==> src/rtl/sar_acq_pkg.sv <==
package sar_acq_pkg;
  localparam int unsigned DEF_DATA_W      = 16;
  localparam int unsigned DEF_SMP_TAP     = 6;
  localparam int unsigned DEF_CLK_HALF    = 1;
  localparam int unsigned DEF_SYNC_STAGES = 2;

  // number of bit-clock pulses a conversion consumes: one settling pulse plus one per bit
  function automatic int unsigned conv_pulses(input int unsigned data_w);
    return data_w + 1;
  endfunction
endpackage

==> src/rtl/sar_acq_smp_gen.sv <==
module sar_acq_smp_gen #(
  parameter int unsigned SMP_TAP = 6
) (
  input  logic clk,
  input  logic rst,
  input  logic rate_sel,
  output logic sample_o,
  output logic sample_rise_o
);
  localparam int unsigned CNT_W = SMP_TAP + 2;

  logic [CNT_W-1:0] cnt_q;
  logic             tap_bit;

  assign tap_bit       = rate_sel ? cnt_q[SMP_TAP+1] : cnt_q[SMP_TAP];
  assign sample_rise_o = tap_bit & ~sample_o;

  always_ff @(posedge clk) begin
    if (rst) begin
      cnt_q    <= '0;
      sample_o <= 1'b0;
    end else begin
      cnt_q    <= cnt_q + 1'b1;
      sample_o <= tap_bit;
    end
  end
endmodule

==> src/rtl/sar_acq_clk_gate.sv <==
module sar_acq_clk_gate #(
  parameter int unsigned SYNC_STAGES = 2,
  parameter int unsigned CLK_HALF    = 1
) (
  input  logic clk,
  input  logic rst,
  input  logic busy_a,
  output logic busy_s,
  output logic cclk_o,
  output logic fall_o
);
  localparam int unsigned DW = $clog2(CLK_HALF) + 1;
  localparam logic [DW-1:0] LAST = DW'(CLK_HALF - 1);

  logic [SYNC_STAGES-1:0] sync_q;
  logic [DW-1:0]          div_q;
  logic                   wrap;

  always_ff @(posedge clk) begin
    if (rst) sync_q <= '0;
    else     sync_q <= {sync_q[SYNC_STAGES-2:0], busy_a};
  end
  assign busy_s = sync_q[SYNC_STAGES-1];

  assign wrap = (div_q == LAST);

  // divider held in reset while the converter is idle
  always_ff @(posedge clk) begin
    if (rst || !busy_s) begin
      div_q  <= '0;
      cclk_o <= 1'b0;
    end else if (wrap) begin
      div_q  <= '0;
      cclk_o <= ~cclk_o;
    end else begin
      div_q  <= div_q + 1'b1;
    end
  end

  // clock is about to go low, by toggle or by forced park
  assign fall_o = cclk_o & ~rst & (~busy_s | wrap);
endmodule

==> src/rtl/sar_acq_deser.sv <==
module sar_acq_deser #(
  parameter int unsigned DATA_W = 16
) (
  input  logic                     clk,
  input  logic                     rst,
  input  logic                     busy_s,
  input  logic                     fall,
  input  logic                     sdata,
  output logic signed [DATA_W-1:0] data_o,
  output logic                     valid_o
);
  localparam int unsigned IW = $clog2(DATA_W + 2);
  localparam logic [IW-1:0] LAST_IDX = IW'(DATA_W);

  logic              fall_d, busy_q;
  logic [IW-1:0]     idx_q;
  logic [DATA_W-1:0] sh_q;

  always_ff @(posedge clk) begin
    if (rst) begin
      fall_d  <= 1'b0;
      busy_q  <= 1'b0;
      idx_q   <= '0;
      sh_q    <= '0;
      data_o  <= '0;
      valid_o <= 1'b0;
    end else begin
      fall_d  <= fall;
      busy_q  <= busy_s;
      valid_o <= 1'b0;
      if (busy_s && !busy_q) begin
        idx_q <= '0;
      end else if (fall_d && idx_q <= LAST_IDX) begin
        idx_q <= idx_q + 1'b1;
        if (idx_q != '0) begin
          sh_q <= {sh_q[DATA_W-2:0], sdata};
          if (idx_q == LAST_IDX) begin
            data_o  <= $signed({sh_q[DATA_W-2:0], sdata});
            valid_o <= 1'b1;
          end
        end
      end
    end
  end
endmodule

==> src/rtl/sar_acq_host.sv <==
module sar_acq_host
  import sar_acq_pkg::*;
#(
  parameter int unsigned DATA_W      = DEF_DATA_W,
  parameter int unsigned SMP_TAP     = DEF_SMP_TAP,
  parameter int unsigned CLK_HALF    = DEF_CLK_HALF,
  parameter int unsigned SYNC_STAGES = DEF_SYNC_STAGES
) (
  input  logic                     clk,
  input  logic                     rst,
  input  logic                     rate_sel,
  input  logic                     adc_busy,
  input  logic                     adc_sdata,
  output logic                     adc_sample,
  output logic                     adc_clk,
  output logic signed [DATA_W-1:0] result,
  output logic                     result_valid,
  output logic                     overrun
);
  logic smp_rise;
  logic busy_s;
  logic fall;

  sar_acq_smp_gen #(.SMP_TAP(SMP_TAP)) u_smp (
    .clk(clk), .rst(rst), .rate_sel(rate_sel),
    .sample_o(adc_sample), .sample_rise_o(smp_rise)
  );

  sar_acq_clk_gate #(.SYNC_STAGES(SYNC_STAGES), .CLK_HALF(CLK_HALF)) u_gate (
    .clk(clk), .rst(rst), .busy_a(adc_busy),
    .busy_s(busy_s), .cclk_o(adc_clk), .fall_o(fall)
  );

  sar_acq_deser #(.DATA_W(DATA_W)) u_deser (
    .clk(clk), .rst(rst), .busy_s(busy_s), .fall(fall), .sdata(adc_sdata),
    .data_o(result), .valid_o(result_valid)
  );

  always_ff @(posedge clk) begin
    if (rst)                   overrun <= 1'b0;
    else if (smp_rise && busy_s) overrun <= 1'b1;
  end
endmodule

==> config.mk <==
export PLATFORM = sky130hd
export DESIGN_NAME = sar_acq_host
export DESIGN_NICKNAME = d
export VERILOG_FILES = /design/src/rtl/sar_acq_pkg.sv /design/src/rtl/sar_acq_smp_gen.sv /design/src/rtl/sar_acq_clk_gate.sv /design/src/rtl/sar_acq_deser.sv /design/src/rtl/sar_acq_host.sv
export SDC_FILE = /design/constraint.sdc
export NUM_CORES = 1
export LEC_CHECK = 0
export CAP_MARGIN = 0
export CORE_MARGIN = 2
export CORE_UTILIZATION = 38
export CTS_CLUSTER_DIAMETER = 60
export CTS_CLUSTER_SIZE = 8
export DETAILED_ROUTE_END_ITERATION = 7
export SLEW_MARGIN = 20
export SYNTH_ARGS = -nofsm -noshare
export SYNTH_HDL_FRONTEND = slang
export SYNTH_HIERARCHICAL = 1
export SYNTH_SLANG_ARGS = --single-unit
==> constraint.sdc <==
create_clock -name clk -period 2.65 [get_ports clk]
set_clock_uncertainty 0.1 [all_clocks]
set_input_delay 0.53 -clock clk [delete_from_list [all_inputs] [get_ports clk]]
set_output_delay 0.53 -clock clk [all_outputs]
set_load 0.01 [all_outputs]
-- After elaboration in Yosys (flattened, before gate mapping)
Index checks and enable logic that the tools add are counted.
- magnitude comparators: 1
- bitwise operators: 12
- equal/unequal tests: 1
- muxes and demuxes: 2
- reduce and logical (&&, ||, !) cells: 12
- $add $sub $neg: 3
- operators with widths (cell ; count):
    8-bit by 1-bit adder with 8-bit output, second input constant ; 1
    1-bit NOT ; 8
    5-bit by 1-bit adder with 5-bit output, second input constant ; 1
    5-bit == test, second input constant ; 1
    5-bit <= comparator, second input constant ; 1
    5-bit nonzero test ; 1
    4-bit AND reduction ; 1
    2-bit OR reduction ; 2
    4-bit OR reduction ; 1
    1-bit AND ; 3
    1-bit logical AND ; 3
    3-bit AND reduction ; 1
    1-bit zero test ; 2
    1-bit 2-to-1 mux ; 2
    1-bit adder, second input constant ; 1
    1-bit logical OR ; 1
    1-bit OR ; 1
- register bits after elaboration: 53

-- Longest topological paths before layout
- word-level depth: 4
- mapped depth: 9
- mapped depth without buffers: 6

-- By module
Netlist, hierarchy kept.
- by module, submodules not included (module ; cells an instance ; instances ; area each (sq um)):
    sar_acq_deser ; 156 ; 1 ; 1599.0
    sar_acq_smp_gen ; 37 ; 1 ; 344.1
    sar_acq_clk_gate ; 11 ; 1 ; 128.9
    sar_acq_host ; 3 ; 1 ; 28.8

-- Worst setup path after synthesis
Ideal clock, no wire load.
- path kind: reg-to-reg
- from: register u_deser.idx_q[0]
- to: register u_deser.data_o[10]
- buffers on the path: 3
- path slack: 0.674 ns
- stages on the path, launching flop included: 10
- arrival: 1.738 ns
- library setup time: 0.139 ns
- path through: dfxtp_1 inv_1 ha_1 or3b_1 buf_6 or3b_1 buf_6 buf_12 nand2_2 a21oi_2
- word-level cells in the longest chain between the ends: 3
- elaborated cells between the ends (all ways): 5
- ends and longest elaborated chain (what ; line ; source):
    start: declaration ; sar_acq_deser.sv:16 ; logic [IW-1:0] idx_q;
    start signal: assignment ; sar_acq_deser.sv:34 ; idx_q <= idx_q + 1'b1;
    5-bit <= comparator ; sar_acq_deser.sv:33 ; end else if (fall_d && idx_q <= LAST_IDX) begin
    1-bit logical AND ; sar_acq_deser.sv:33 ;
    4-bit AND reduction (no source line) (*) ; n/a ;
    end signal: assignment ; sar_acq_deser.sv:38 ; data_o <= $signed({sh_q[DATA_W-2:0], sdata});
    end: declaration ; sar_acq_deser.sv:9 ; output logic signed [DATA_W-1:0] data_o,
Mark *: on every way between the ends. The rest lies on a longest branch, timed or not.
A chain may end at the register's enable or synchronous reset.

-- Worst setup path after layout
- from: register u_deser.idx_q[0]
- to: register u_deser.data_o[15]
The elaborated chain is that of the path after synthesis.

==> flow_metrics.env <==
export IMPL_synth_edff_count=0
export IMPL_cts_root_buf="clkbuf_8"
export IMPL_relSlewSlack_pct=51.3
export IMPL_synth_most_common_cell="dfxtp_1"
export IMPL_ant_nets=0
export IMPL_worstSkewPairLatency_ns=0.31
export IMPL_grt_max_degree=35
export IMPL_final_nets=241
export IMPL_p_total_mw=1.40
export IMPL_slew_viol_final=0
export IMPL_drv_cap=0
export IMPL_cts_resized=0
export IMPL_synth_top_area_share_pct=50.5
export IMPL_postSynthCellCount=207
export IMPL_drt_first_iter_violations=88
export IMPL_critPathCaptureType="register"
export IMPL_numCtsBuffers=5
export IMPL_drt_met1_wl_um=1670
export IMPL_cts_buffer_depth=2
export IMPL_via_count=1398
export IMPL_criticalPathCategory="reg -> reg"
export IMPL_rsz0062_at_grt="no"
export IMPL_ys_seq_area_share_pct=50.5
export IMPL_grt_antenna_before_repair=0
export IMPL_cp_endpoint="u_deser/data_o[15]$_SDFFE_PP0P_"
export IMPL_reg2reg_slack_ns=0.45
export IMPL_hp_class="reg -> reg"
export IMPL_wl_um=3310
export IMPL_synth_cell_types=34
export IMPL_synth_area_per_cell_um2=10.1
export IMPL_drc=0
export IMPL_dieArea_mm2=0.00614
export IMPL_whs_path_depth=1
export IMPL_yosysWarnings=6
export IMPL_cp_slowest_cell="or3b_1"
export IMPL_fmax_ghz=0.455
export IMPL_synth_cell_area_mm2=0.00210
export IMPL_cp_data_required_time_ns=2.75
export IMPL_drive_above_1_share_pct=15.8
export IMPL_wire_per_inst_um=10.8
export IMPL_ys_seq_elements=53
export IMPL_crit_arrival_ns=2.30
export IMPL_worstPathCellList="inv_1, ha_1, or3b_1, or3b_1, nand2_1, a21oi_1"
export IMPL_path_common_cell="or3b_1"
export IMPL_dp_cells=298
export IMPL_min_period_ns=2.20
export IMPL_regToRegStartpoint="u_deser/idx_q[0]$_SDFFE_PP0P_"
export IMPL_post_route_util_pct=46.2
export IMPL_drtPass1Iterations=4
export IMPL_worstRegToRegCells=6
export IMPL_syn_nets=215
export IMPL_seqPwrFrac_pct=57.7
export IMPL_hold_buffers=0
export IMPL_grt_pass1_vias=1319
export IMPL_p_comb_share_pct=2.9
export IMPL_vdd_drop_max_mv=0.302
export IMPL_crit_start="u_deser/idx_q[0]$_SDFFE_PP0P_"
export IMPL_cts_tree="done"
export IMPL_place_area_mm2=0.00238
export IMPL_worst_setup_path_start_kind="register"
export IMPL_critPathTopFamily="simple AND/OR/NAND/NOR gates"
export IMPL_worst_slew_pin_transition_ns=0.731
export IMPL_coreArea_mm2=0.00541
export IMPL_power_density_mw_per_mm2=561
export IMPL_cp_num_cells=6
export IMPL_path_clk_slew_ns=0.10
export IMPL_setup_viol=0
export IMPL_top_layer="met4"
export IMPL_htree_levels=2
export IMPL_ys_dominant_reg_cell="dfxtp_1"
export IMPL_routed_via_density=4.57
export IMPL_p_int_mw=1.11
export IMPL_r2r_end="u_deser/data_o[15]$_SDFFE_PP0P_"
export IMPL_grt_total_usage_pct=11.8
export IMPL_n_antenna_cell=0
export IMPL_wl_met3_um=123
export IMPL_gr_total_overflow=0
export IMPL_ys_top_cells_by_area="dfxtp_1 (51%), mux2i_1 (8.1%), nand2b_1 (5.1%)"
export IMPL_fin_cells=306
export IMPL_hold_viol=0
export IMPL_p_switching_mw=0.294
export IMPL_port_buffers=24
export IMPL_start_util_pct=38.9
export IMPL_die_y_um=78.4
export IMPL_worst_path_largest_cell_delay_ns=0.73
export IMPL_synthArstFlopShare_pct=0
export IMPL_fin_crit_sh_pct=82.9
export IMPL_p_leak_nw=0.858
export IMPL_clkPwrFrac_pct=39.4
export IMPL_synth_top_cells_by_count="dfxtp_1 (53), nand2_1 (27), mux2i_1 (17), nand2b_1 (17)"
export IMPL_hpwl_um=2230
export IMPL_synth_area_leader_cell="dfxtp_1"
export IMPL_area_growth_pct=18.8
export IMPL_grt_pass1_wl_um=5750
export IMPL_die_width_um=78.4
export IMPL_met2_length_um=1450
export IMPL_finalSetupTns_ns=0
export IMPL_status="finished clean"
export IMPL_fin_area_mm2=0.00250
export IMPL_gp_congestion=0.735
export IMPL_swShare_pct=21.0
export IMPL_ios=25
export IMPL_path_max_fanout=16
export IMPL_worst_path_buf_inv=1
export IMPL_cts_setup_buffers=0
export IMPL_rows=27
export IMPL_cts_sinks=53
-- per-layer routing --
layer / GRT usage (%) / vias up
li1: - / 738
met1: 14.8 / 628
met2: 18.5 / 25
met3: 3.45 / 7
met4: 5.79 / 0
met5: 0 / -
-- worst reg2reg max path: stages, from the launching register on --
cell and delay [ns]:
dfxtp_1 0.35, inv_1 0.07, ha_1 0.12, or3b_1 0.47
or3b_1 0.73, nand2_1 0.18, a21oi_1 0.08
-- layout by cell type, fill, tap and decap left out, types with 3 or more instances in the layout --
master and n:
nor2_1 11, nand2b_1 17, nand2_2 10, nor2b_1 6, ha_1 3, clkbuf_8 5
xor2_1 4, clkdlybuf4s50_1 24, or3_1 3, a21oi_1 11, nand2_1 27, mux2i_1 17
inv_1 3, buf_4 3, a21oi_2 10, dfxtp_1 53, o21ai_0 3
-- sequential cells by signal, indices dropped and copies added (netlist names) --
name	cells
overrun	1
u_deser/busy_q	1
u_deser/data_o	16
u_deser/fall_d	1
u_deser/idx_q	5
u_deser/sh_q	15
u_deser/valid_o	1
u_gate/cclk_o	1
u_gate/div_q	1
u_gate/sync_q	2
u_smp/cnt_q	8
u_smp/sample_o	1
-- cell families (layout without fill, tap and decap cells) --
logic type               after synthesis  in the layout  share of synthesized area [%]
AND/OR/NAND/NOR                       86             86                           22.1
flip-flops                            53             53                           50.5
AO/OA/AOI/OAI                         29             29                           10.0
multiplexers                          17             17                           8.10
buffers and inverters                 12             39                           4.82
XOR/XNOR                               6              6                           2.50
adder cells (fa/ha/maj)                3              3                           1.79
other                                  1              1                          0.179
-- how the worst min path moves through the flow --
stage / from / endpoint / slack (ns)
2_1_floorplan: u_gate/sync_q[0]$_SDFF_PP0_ / u_gate/sync_q[1]$_SDFF_PP0_ / 0.31
3_3_place_gp: u_gate/sync_q[0]$_SDFF_PP0_ / u_gate/sync_q[1]$_SDFF_PP0_ / 0.32
3_5_place_dp: u_gate/sync_q[0]$_SDFF_PP0_ / u_gate/sync_q[1]$_SDFF_PP0_ / 0.34
4_1_cts: u_deser/data_o[9]$_SDFFE_PP0P_ / u_deser/data_o[9]$_SDFFE_PP0P_ / 0.36
5_1_grt: u_gate/sync_q[0]$_SDFF_PP0_ / u_gate/sync_q[1]$_SDFF_PP0_ / 0.37
6_report: u_gate/sync_q[0]$_SDFF_PP0_ / u_gate/sync_q[1]$_SDFF_PP0_ / 0.36
-- power groups by stage --
stage	clock (mW)	combinational, mW	sequential [mW]
2_1_floorplan	0	0.0260	0.826
3_3_place_gp	0	0.0416	0.827
3_5_place_dp	0	0.0410	0.827
4_1_cts	0.577	0.0412	0.809
5_1_grt	0.605	0.0442	0.810
6_report	0.552	0.0403	0.808
-- layout make-up --
class | count | area [um2]
fill | 534 | 2910
sequential | 53 | 1060
multi-input combinational | 142 | 938
timing repair buffer | 28 | 283
tap | 72 | 90.1
clock buffer | 5 | 68.8
clock inverter | 3 | 43.8
inverter | 3 | 11.3
-- per-stage QoR --
step / worst slack (ns) / hold slack (ns)
global placement: 0.454 / 0.322
global route: 0.336 / 0.374
detailed placement: 0.428 / 0.340
CTS: 0.431 / 0.362
floorplan: 0.674 / 0.314
finish: 0.453 / 0.358
(Power assumes the default switching activity.)
